**src/rtl/exc_entry_pkg.sv**
```systemverilog
package exc_entry_pkg;

    localparam logic [3:0] TYPE_EXT_IRQ = 4'd4;
    localparam logic [3:0] TYPE_SYSCALL = 4'd8;
    localparam logic [3:0] TYPE_DECR    = 4'd10;
    localparam logic [3:0] TYPE_DTLB    = 4'd13;

    localparam logic [31:0] MSR_KEEP_MASK = 32'h0002_1200;
    localparam logic [31:0] MSR_SC_CLEAR  = 32'h0002_E930;
    localparam logic [31:0] TSR_DECR_FLAG = 32'h0800_0000;

    typedef enum logic [1:0] {
        CLS_ASYNC,
        CLS_SYSCALL,
        CLS_DTLB,
        CLS_NONE
    } exc_class_e;

    typedef enum logic [1:0] {
        ST_IDLE,
        ST_DONE,
        ST_ERR
    } seq_state_e;

endpackage

```
**src/rtl/exc_classify.sv**
```systemverilog
module exc_classify
    import exc_entry_pkg::*;
#(
    parameter int unsigned TYPE_W = 4
) (
    input  logic [TYPE_W-1:0] type_i,
    output exc_class_e        cls_o,
    output logic              timer_o
);
    always_comb begin
        cls_o   = CLS_NONE;
        timer_o = 1'b0;
        case (4'(type_i))
            TYPE_EXT_IRQ: cls_o = CLS_ASYNC;
            TYPE_DECR: begin
                cls_o   = CLS_ASYNC;
                timer_o = 1'b1;
            end
            TYPE_SYSCALL: cls_o = CLS_SYSCALL;
            TYPE_DTLB:    cls_o = CLS_DTLB;
            default:      cls_o = CLS_NONE;
        endcase
    end
endmodule

```
**src/rtl/exc_vector_table.sv**
```systemverilog
module exc_vector_table #(
    parameter int unsigned XLEN   = 32,
    parameter int unsigned TYPE_W = 4
) (
    input  logic              clk,
    input  logic              rst_n,
    input  logic              ivpr_we_i,
    input  logic [XLEN-1:0]   ivpr_wdata_i,
    input  logic              ivor_we_i,
    input  logic [TYPE_W-1:0] ivor_idx_i,
    input  logic [XLEN-1:0]   ivor_wdata_i,
    input  logic [TYPE_W-1:0] rd_idx_i,
    output logic [XLEN-1:0]   handler_o
);
    localparam int unsigned NUM_VEC  = 1 << TYPE_W;
    localparam int unsigned OFS_LSB  = 4;
    localparam int unsigned OFS_MSB  = 15;
    localparam int unsigned PFX_LSB  = 16;

    logic [XLEN-1:0] prefix_q;
    logic [XLEN-1:0] ent_w [NUM_VEC];

    always_ff @(posedge clk or negedge rst_n) begin
        if (!rst_n) begin
            prefix_q <= '0;
        end else if (ivpr_we_i) begin
            prefix_q <= ivpr_wdata_i;
        end
    end

    for (genvar g = 0; g < NUM_VEC; g++) begin : g_ent
        logic [XLEN-1:0] ent_q;
        always_ff @(posedge clk or negedge rst_n) begin
            if (!rst_n) begin
                ent_q <= '0;
            end else if (ivor_we_i && (ivor_idx_i == TYPE_W'(g))) begin
                ent_q <= ivor_wdata_i;
            end
        end
        assign ent_w[g] = ent_q;
    end

    logic [XLEN-1:0] sel_ent;
    assign sel_ent   = ent_w[rd_idx_i];
    assign handler_o = {prefix_q[XLEN-1:PFX_LSB], sel_ent[OFS_MSB:OFS_LSB], {OFS_LSB{1'b0}}};
endmodule

```
**src/rtl/exc_ctx_regs.sv**
```systemverilog
module exc_ctx_regs
    import exc_entry_pkg::*;
#(
    parameter int unsigned XLEN = 32
) (
    input  logic            clk,
    input  logic            rst_n,
    input  logic            commit_i,
    input  exc_class_e      cls_i,
    input  logic            timer_i,
    input  logic [XLEN-1:0] cur_pc_i,
    input  logic [XLEN-1:0] next_pc_i,
    input  logic [XLEN-1:0] msr_i,
    input  logic [XLEN-1:0] tsr_i,
    input  logic [XLEN-1:0] fault_addr_i,
    input  logic [XLEN-1:0] handler_i,
    output logic [XLEN-1:0] srr0_o,
    output logic [XLEN-1:0] srr1_o,
    output logic [XLEN-1:0] msr_o,
    output logic [XLEN-1:0] tsr_o,
    output logic [XLEN-1:0] dear_o,
    output logic [XLEN-1:0] handler_o
);
    localparam logic [XLEN-1:0] KEEP = XLEN'(MSR_KEEP_MASK);
    localparam logic [XLEN-1:0] SCLR = XLEN'(MSR_SC_CLEAR);
    localparam logic [XLEN-1:0] TFLG = XLEN'(TSR_DECR_FLAG);

    logic [XLEN-1:0] ret_pc;
    logic [XLEN-1:0] new_msr;

    always_comb begin
        ret_pc  = next_pc_i;
        new_msr = msr_i & KEEP;
        unique case (cls_i)
            CLS_SYSCALL: new_msr = msr_i & ~SCLR;
            CLS_DTLB:    ret_pc  = cur_pc_i;
            CLS_ASYNC, CLS_NONE: ;
            default: ;
        endcase
    end

    always_ff @(posedge clk or negedge rst_n) begin
        if (!rst_n) begin
            srr0_o    <= '0;
            srr1_o    <= '0;
            msr_o     <= '0;
            tsr_o     <= '0;
            dear_o    <= '0;
            handler_o <= '0;
        end else if (commit_i) begin
            srr0_o    <= ret_pc;
            srr1_o    <= msr_i;
            msr_o     <= new_msr;
            handler_o <= handler_i;
            if (timer_i) begin
                tsr_o <= tsr_i | TFLG;
            end
            if (cls_i == CLS_DTLB) begin
                dear_o <= fault_addr_i;
            end
        end
    end
endmodule

```
**src/rtl/exc_entry_seq.sv**
```systemverilog
module exc_entry_seq
    import exc_entry_pkg::*;
#(
    parameter int unsigned XLEN   = 32,
    parameter int unsigned TYPE_W = 4
) (
    input  logic              clk,
    input  logic              rst_n,
    input  logic              req_i,
    input  logic [TYPE_W-1:0] type_i,
    input  logic [XLEN-1:0]   cur_pc_i,
    input  logic [XLEN-1:0]   next_pc_i,
    input  logic [XLEN-1:0]   msr_i,
    input  logic [XLEN-1:0]   tsr_i,
    input  logic [XLEN-1:0]   fault_addr_i,
    input  logic              ivpr_we_i,
    input  logic [XLEN-1:0]   ivpr_wdata_i,
    input  logic              ivor_we_i,
    input  logic [TYPE_W-1:0] ivor_idx_i,
    input  logic [XLEN-1:0]   ivor_wdata_i,
    output logic [XLEN-1:0]   srr0_o,
    output logic [XLEN-1:0]   srr1_o,
    output logic [XLEN-1:0]   msr_o,
    output logic [XLEN-1:0]   tsr_o,
    output logic [XLEN-1:0]   dear_o,
    output logic [XLEN-1:0]   handler_o,
    output logic              done_o,
    output logic              err_o
);
    exc_class_e      cls;
    logic            timer_hit;
    logic [XLEN-1:0] vec_addr;
    logic            commit;
    seq_state_e      state_q, state_d;

    exc_classify #(.TYPE_W(TYPE_W)) u_cls (
        .type_i  (type_i),
        .cls_o   (cls),
        .timer_o (timer_hit)
    );

    exc_vector_table #(.XLEN(XLEN), .TYPE_W(TYPE_W)) u_vec (
        .clk          (clk),
        .rst_n        (rst_n),
        .ivpr_we_i    (ivpr_we_i),
        .ivpr_wdata_i (ivpr_wdata_i),
        .ivor_we_i    (ivor_we_i),
        .ivor_idx_i   (ivor_idx_i),
        .ivor_wdata_i (ivor_wdata_i),
        .rd_idx_i     (type_i),
        .handler_o    (vec_addr)
    );

    assign commit = req_i && (cls != CLS_NONE);

    exc_ctx_regs #(.XLEN(XLEN)) u_ctx (
        .clk          (clk),
        .rst_n        (rst_n),
        .commit_i     (commit),
        .cls_i        (cls),
        .timer_i      (timer_hit),
        .cur_pc_i     (cur_pc_i),
        .next_pc_i    (next_pc_i),
        .msr_i        (msr_i),
        .tsr_i        (tsr_i),
        .fault_addr_i (fault_addr_i),
        .handler_i    (vec_addr),
        .srr0_o       (srr0_o),
        .srr1_o       (srr1_o),
        .msr_o        (msr_o),
        .tsr_o        (tsr_o),
        .dear_o       (dear_o),
        .handler_o    (handler_o)
    );

    // Transition: any state -> ST_DONE / ST_ERR on a request, else ST_IDLE.
    always_comb begin
        state_d = ST_IDLE;
        if (req_i) begin
            state_d = (cls == CLS_NONE) ? ST_ERR : ST_DONE;
        end
    end

    always_ff @(posedge clk or negedge rst_n) begin
        if (!rst_n) begin
            state_q <= ST_IDLE;
        end else begin
            state_q <= state_d;
        end
    end

    always_comb begin
        done_o = 1'b0;
        err_o  = 1'b0;
        unique case (state_q)
            ST_IDLE: ;
            ST_DONE: done_o = 1'b1;
            ST_ERR:  err_o  = 1'b1;
            default: ;
        endcase
    end
endmodule

```
**config.mk**
```make
export PLATFORM = sky130hd
export DESIGN_NAME = exc_entry_seq
export DESIGN_NICKNAME = d
export VERILOG_FILES = /design/src/rtl/exc_entry_pkg.sv /design/src/rtl/exc_classify.sv /design/src/rtl/exc_vector_table.sv /design/src/rtl/exc_ctx_regs.sv /design/src/rtl/exc_entry_seq.sv
export SDC_FILE = /design/constraint.sdc
export NUM_CORES = 1
export LEC_CHECK = 0
export BUFFER_PORTS_ARGS = -buffer_cell sky130_fd_sc_hd__buf_2
export CAP_MARGIN = 20
export CORE_MARGIN = 4
export CORE_UTILIZATION = 53
export CTS_CLUSTER_SIZE = 28
export DETAILED_ROUTE_END_ITERATION = 10
export HOLD_SLACK_MARGIN = 0.08
export PLACE_DENSITY = 0.86
export SYNTH_ARGS = -nofsm -noshare
export SYNTH_HDL_FRONTEND = slang
export SYNTH_HIERARCHICAL = 1
export SYNTH_SLANG_ARGS = --single-unit
```
**constraint.sdc**
```tcl
create_clock -name clk -period 1.6 [get_ports clk]
set_clock_uncertainty 0.05 [all_clocks]
set_input_delay 0.08 -clock clk [delete_from_list [all_inputs] [get_ports clk]]
set_output_delay 0.08 -clock clk [all_outputs]
set_load 0.02 [all_outputs]
```
==> Word level (Yosys, flattened, before mapping) <==
Index checks and enable logic that the tools add are counted.
W data, S select, Z words.
{ "totals": {"regBits": 734, "inputBits": 237, "out_inout_bits": 194, "wordCells": 83} }
{ "classes": {"n_lt_le_gt_ge": 1, "n_eq_ne": 25, "n_mux": 11, "bitwise": 1, "n_reduce_logical": 21} }
{ "op_table": {"columns": ["cell", "n"], "rows": [
  ["$bmux W32 S4", 1],
  ["$mux W32", 2],
  ["$eq A4 B4 Y1 const B", 11],
  ["$mux W16", 2],
  ["$eq A4 B3 Y1 const B", 5],
  ["$logic_and A1 B1 Y1", 17],
  ["$eq A4 B2 Y1 const B", 2],
  ["$eq A2 B2 Y1 const B", 3],
  ["$pmux W2 S3", 1],
  ["$ge A5 B5 Y1 const B", 1],
  ["$not A4 Y5", 1],
  ["$eq A2 B1 Y1 const B", 2],
  ["$eq A4 B1 Y1 const B", 1],
  ["$logic_not A4 Y1", 1],
  ["$mux W2", 2],
  ["$reduce_and A2 Y1", 2],
  ["$mux W1", 3],
  ["$ne A2 B2 Y1 const B", 1],
  ["$reduce_or A2 Y1", 1]
]} }

==> Logic depth before layout (Yosys ltp) <==
{ "depth": {"word_depth": 6, "ltp_mapped": 8, "depth_no_buf": 5} }

==> Hierarchy <==
The synthesis kept the hierarchy.
{ "by_module_without_submodules": {"columns": ["mod", "n_inst", "cells_each", "area_per_inst_um2", "seq_area_each_um2"], "rows": [
  ["exc_vector_table", 1, 577, 9320.2, 5205.0],
  ["exc_ctx_regs", 1, 585, 7464.7, 4579.4],
  ["exc_entry_seq", 1, 6, 78.8, 50.0],
  ["exc_classify", 1, 7, 55.1, 0.0]
]} }

==> Worst setup path after synthesis <==
No wires, ideal clock.
{ "synth_path": {"path_type": "input -> register", "from": "in type_i[2]", "to": "reg u_ctx.tsr_o[10]", "setup_ns": 0.125, "t_arrival_ns": 1.629, "required_time_ns": 1.425, "path_slack_ns": -0.204, "cell_stages": 7, "n_path_buf": 2, "cell_sequence": "and4bb_1 > a31oi_1 > a21boi_1 > buf_4 > nand2_2 > buf_4 > mux2_2"} }
{ "synth_between": {"elab_chain_cells": 6, "elab_cells_between_ends": 10, "classes_between": "eq/ne (5); mux (2); reduce/logical (3)"} }
{ "synth_lines": {"columns": ["element", "line", "rtl"], "rows": [
  ["from (decl)", "exc_entry_seq.sv:10", "input logic [TYPE_W-1:0] type_i,"],
  ["$eq A4 B3 Y1 or $eq A4 B4 Y1 (tied branches)", "exc_classify.sv:13", "case (4'(type_i))"],
  ["$reduce_or A2 Y1 (no source line)", null, null],
  ["$pmux W2 S3 *", "exc_classify.sv:13", null],
  ["named net cls[0]", "exc_entry_seq.sv:30", "exc_class_e cls;"],
  ["$ne A2 B2 Y1 *", "exc_entry_seq.sv:54", "assign commit = req_i && (cls != CLS_NONE);"],
  ["$logic_and A1 B1 Y1 *", "exc_entry_seq.sv:54", null],
  ["named net commit", "exc_entry_seq.sv:33", "logic commit;"],
  ["$reduce_and A2 Y1 (no source line) *", null, null],
  ["to (signal assigned)", "exc_ctx_regs.sv:56", "tsr_o <= tsr_i | TFLG;"],
  ["to (decl)", "exc_ctx_regs.sv:20", "output logic [XLEN-1:0] tsr_o,"]
]} }
The timed path passes the listed nets; every way through them passes the cells marked *.
A chain may end at the register's enable or synchronous reset.

==> Worst setup path after layout <==
{ "layout_path": {"from": "reg u_vec.g_ent[1].ent_q[5]", "to": "reg u_ctx.handler_o[5]"} }
{ "layout_between": {"elab_chain_cells": 3} }
{ "layout_lines": {"columns": ["element", "line", "rtl"], "rows": [
  ["from (decl)", "exc_vector_table.sv:32", "logic [XLEN-1:0] ent_q;"],
  ["from (signal assigned)", "exc_vector_table.sv:37", "ent_q <= ivor_wdata_i;"],
  ["$bmux W32 S4", "exc_vector_table.sv:44", "assign sel_ent = ent_w[rd_idx_i];"],
  ["$mux W16 (implied by the code) (2 in a row)", "exc_vector_table.sv:44", null],
  ["named net vec_addr[5]", "exc_entry_seq.sv:32", "logic [XLEN-1:0] vec_addr;"],
  ["to (signal assigned)", "exc_ctx_regs.sv:54", "handler_o <= handler_i;"],
  ["to (decl)", "exc_ctx_regs.sv:22", "output logic [XLEN-1:0] handler_o"]
]} }
The timed path passes the listed nets, and every way through them passes these cells. The select of a mux whose other input is x is not followed.

==> implementation parameters <==
Parameter                              Value

Route
  Number of search-and-repair iterations in the first detailed-routing pass    5
  Detailed Route Iter0 Violations    1,477
  Drt total wl    60,000 µm
  Number of vias after detailed routing    13,546
  Detailed-route DRC error count    0
  Via-to-Cell Ratio    6.03
  Number of nets still failing antenna checks after routing    0
  Routed wirelength normalized by instance count    26.7 µm

Worst setup path
  Critical Path Start Type    flop
  Master of the slowest instance on the critical path    mux4_2
  Number of buffers and inverters on the critical path    0
  Data required, critical path    1.96 ns
  CP top delay family    multiplexers
  Biggest fanout along the worst timing path    2
  Sequence of cells on the critical path    mux4_2, a22oi_2, nand2_1, mux2_4
  Crit path kind    flop to flop
  Critical Path AT    1.99 ns
  CP endpoint kind    flop
  Max stage delay on crit path    0.48 ns

Global route
  Wire length of the first global-routing pass    91,600 µm
  Via count of the first global-routing pass    15,056
  Aggregate global routing overflow    0
  Pin count of the biggest net entering global routing    69
  Overall routing resource usage    0.337
  Initial antenna violation count    3

Pwr
  Cell leakage power    11.0 nW
  Worst VDD drop    1.12 mV
  Power density over the cells    1350 nW/µm²

Timing
  Final count of hold timing violations    0
  Smallest setup slack after layout    -0.0346 ns
  Time the worst path needs with I/O delays and setup    1.63 ns
  Hold_ws    0.171 ns
  Setup repair after global routing missed its margin    true
  Number of max-slew violations in the final report    0
  Final clock period utilization by the worst path    1.02
  Max Clk Rate    612 MHz
  Final Setup Violations    3

Placement
  Routability Congestion    0.891
  Count of buffers inserted at the top-level ports    386
  Pre-CTS setup slack    -0.313 ns
  Post-DP HPWL    33,000 µm

Floorplanning
  Area of the placeable core    31,600 µm²
  Floorplan die width    187 µm
  Ports    431
  Effective utilization at floorplan    0.536
  Die Area    34,800 µm²
  Die height    187 µm
  Std cell rows    65

Logic synthesis
  Xor-xnor portion of the synthesized cell area    0.000518
  Unique masters post-synth    38
  Main flop type after synthesis    dfrtp_1
  Ys Warns    6
  Synthesized area per cell    14.4 µm²
  Area of the mapped netlist    16,900 µm²
  Top cells by area, synth    dfrtp_1 (58%), mux2_2 (13%), mux2_1 (8.2%)
  Share of the synthesized area in compound gates (AO/OA/AOI/OAI)    0.0413
  Adder-cell share of the synthesized area    0
  Post-Synth Simple-Gate Area    0.0580
  Largest family of logic cells by synthesized area    multiplexers
  Number of register bits inferred by synthesis    393
  Synth area leader    dfrtp_1
  FFs w/ async S/R, synth    1.00
  Register area share after synthesis    0.581
  Count of flip-flops with a built-in enable after synthesis    0
  Top-count cell post-synth    dfrtp_1
  Most numerous cell types in the synthesized netlist    dfrtp_1 (393), mux2_2 (190), mux2_1 (123)
  Mux share of post-synthesis cell area    0.275
  Cells after Synth    1,175
  Area fraction of the dominant cell type after synthesis    0.581

Clock network
  Clock transition time at the flip-flop clock pins of the worst setup and hold paths    0.07 ns
  Clock Sinks    393
  CTS tree    done
  Clock tree root driver cell    clkbuf_16
  Worst-case clock buffer depth    3
  Number of buffers created by CTS    41
  Worst-Skew Late Latency    0.53 ns
  Deepest level of the CTS H-tree    2

Finish
  Fraction of layout instances using a drive strength above 1    0.435
  Total of fill cells in the finished design    1,687
  Number of nets at the end of the flow    2,047
  P&R area growth vs syn    38.9%
  Post-Route Utilization    0.745

Flow run
  Max-capacitance violation count    0

Outcome
  Failing checks    negative setup slack
  Outcome    finished, violations left

Min path
  Worst hold path type    input pin to flop
[power by group]
part | total, W | internal [W] | switching, W
sequential | 0.0138 | 0.0123 | 0.00150
combinational | 0.00821 | 0.00374 | 0.00448
clock | 0.00976 | 0.00578 | 0.00397
[per-stage QoR]
step	cell area (µm²)	setup TNS, ns	std cells	total power (W)
after floorplan	17000	-0.286	1184	0.0177
after global placement	20000	-21.00	1957	0.0203
after detailed placement	20000	-29.12	1957	0.0208
after CTS	23400	-0.0102	2237	0.0310
after global routing	23500	-0.359	2245	0.0328
final	23500	-0.0868	2245	0.0317
[cells in the final DEF (no fill, tap or decap), drive strengths merged, types with 2 or more instances in the layout]
cell type / n
clkinv: 7
clkbuf: 62
o21ai: 22
dfrtp: 393
o22ai: 22
dlygate4sd3: 206
conb: 11
mux2: 313
and2b: 3
nor2: 11
o211ai: 32
diode: 3
nor2b: 5
nand2: 69
a22oi: 24
inv: 45
buf: 476
mux4: 48
nor3b: 2
nand4b: 32
bufinv: 3
nand2b: 41
nand3b: 3
[worst paths after layout]
kind / start / end / slack (ns) / depth (start not counted)
max in group asynchronous: rst_n / u_ctx/dear_o[23] / 0.25 / 4
hold reg to reg: u_vec/g_ent[15].ent_q[9] / u_vec/g_ent[15].ent_q[9] / 0.43 / 1
hold / removal: ivor_idx_i[3] / u_vec/g_ent[0].ent_q[11] / 0.17 / 5
min in group asynchronous: rst_n / u_vec/g_ent[6].ent_q[12] / 0.53 / 3
setup reg to reg: u_vec/g_ent[1].ent_q[5] / u_ctx/handler_o[5] / -0.03 / 4
setup / recovery: u_vec/g_ent[1].ent_q[5] / u_ctx/handler_o[5] / -0.03 / 4
[kinds of logic after synthesis]
| kind of cell | after synthesis |
|---|---|
| xor gates and xnor gates | 1 |
| other | 2 |
| muxes | 361 |
| buffers and inverters | 144 |
| and+or+nand+nor | 170 |
| DFF | 393 |
| AOI/OAI and AO/OA | 104 |
[cell type report]
cell class,instances,area (µm²),area share
multi-input cells,647,6490,0.276
clock inverters,11,148,0.00628
inverters,45,169,0.00719
diodes,3,7.51,0.000319
repair buffers,682,5130,0.218
clock buffers,62,1230,0.0522
well taps,402,503,0.0214
flip-flops and latches,393,9830,0.418
[routing by layer]
layer | track usage | routed length, µm | vias to the layer above
met5 | 0 | 0 | -
li1 | - | - | 5457
met1 | 0.373 | 20000 | 6856
met4 | 0.235 | 4980 | 0
met3 | 0.0773 | 4770 | 311
met2 | 0.579 | 30300 | 922
[tightest hold or removal path, stage by stage]
cell,delay [ns]
buf_2,0.12
nor3b_2,0.07
nand2_1,0.11
buf_12,0.18
mux2_1,0.14
[state kept, by name (all words and copies together), names as in the netlist, 16 cells and up]
name,flops
u_ctx/tsr_o,32
u_ctx/srr1_o,32
u_ctx/handler_o,32
u_ctx/dear_o,32
u_ctx/msr_o,23
u_vec/prefix_q,16
u_ctx/srr0_o,32
u_vec/g_ent.ent_q,192
[timing repair]
action,in CTS,in global routing
hold buffers,206,0
pin swaps,1,14
endpoints found under the setup margin,4,12
endpoints found under the hold margin,752,0
resized for setup,9,21
setup buffers,1,5
Note: power is estimated with default switching activity, not from simulation.
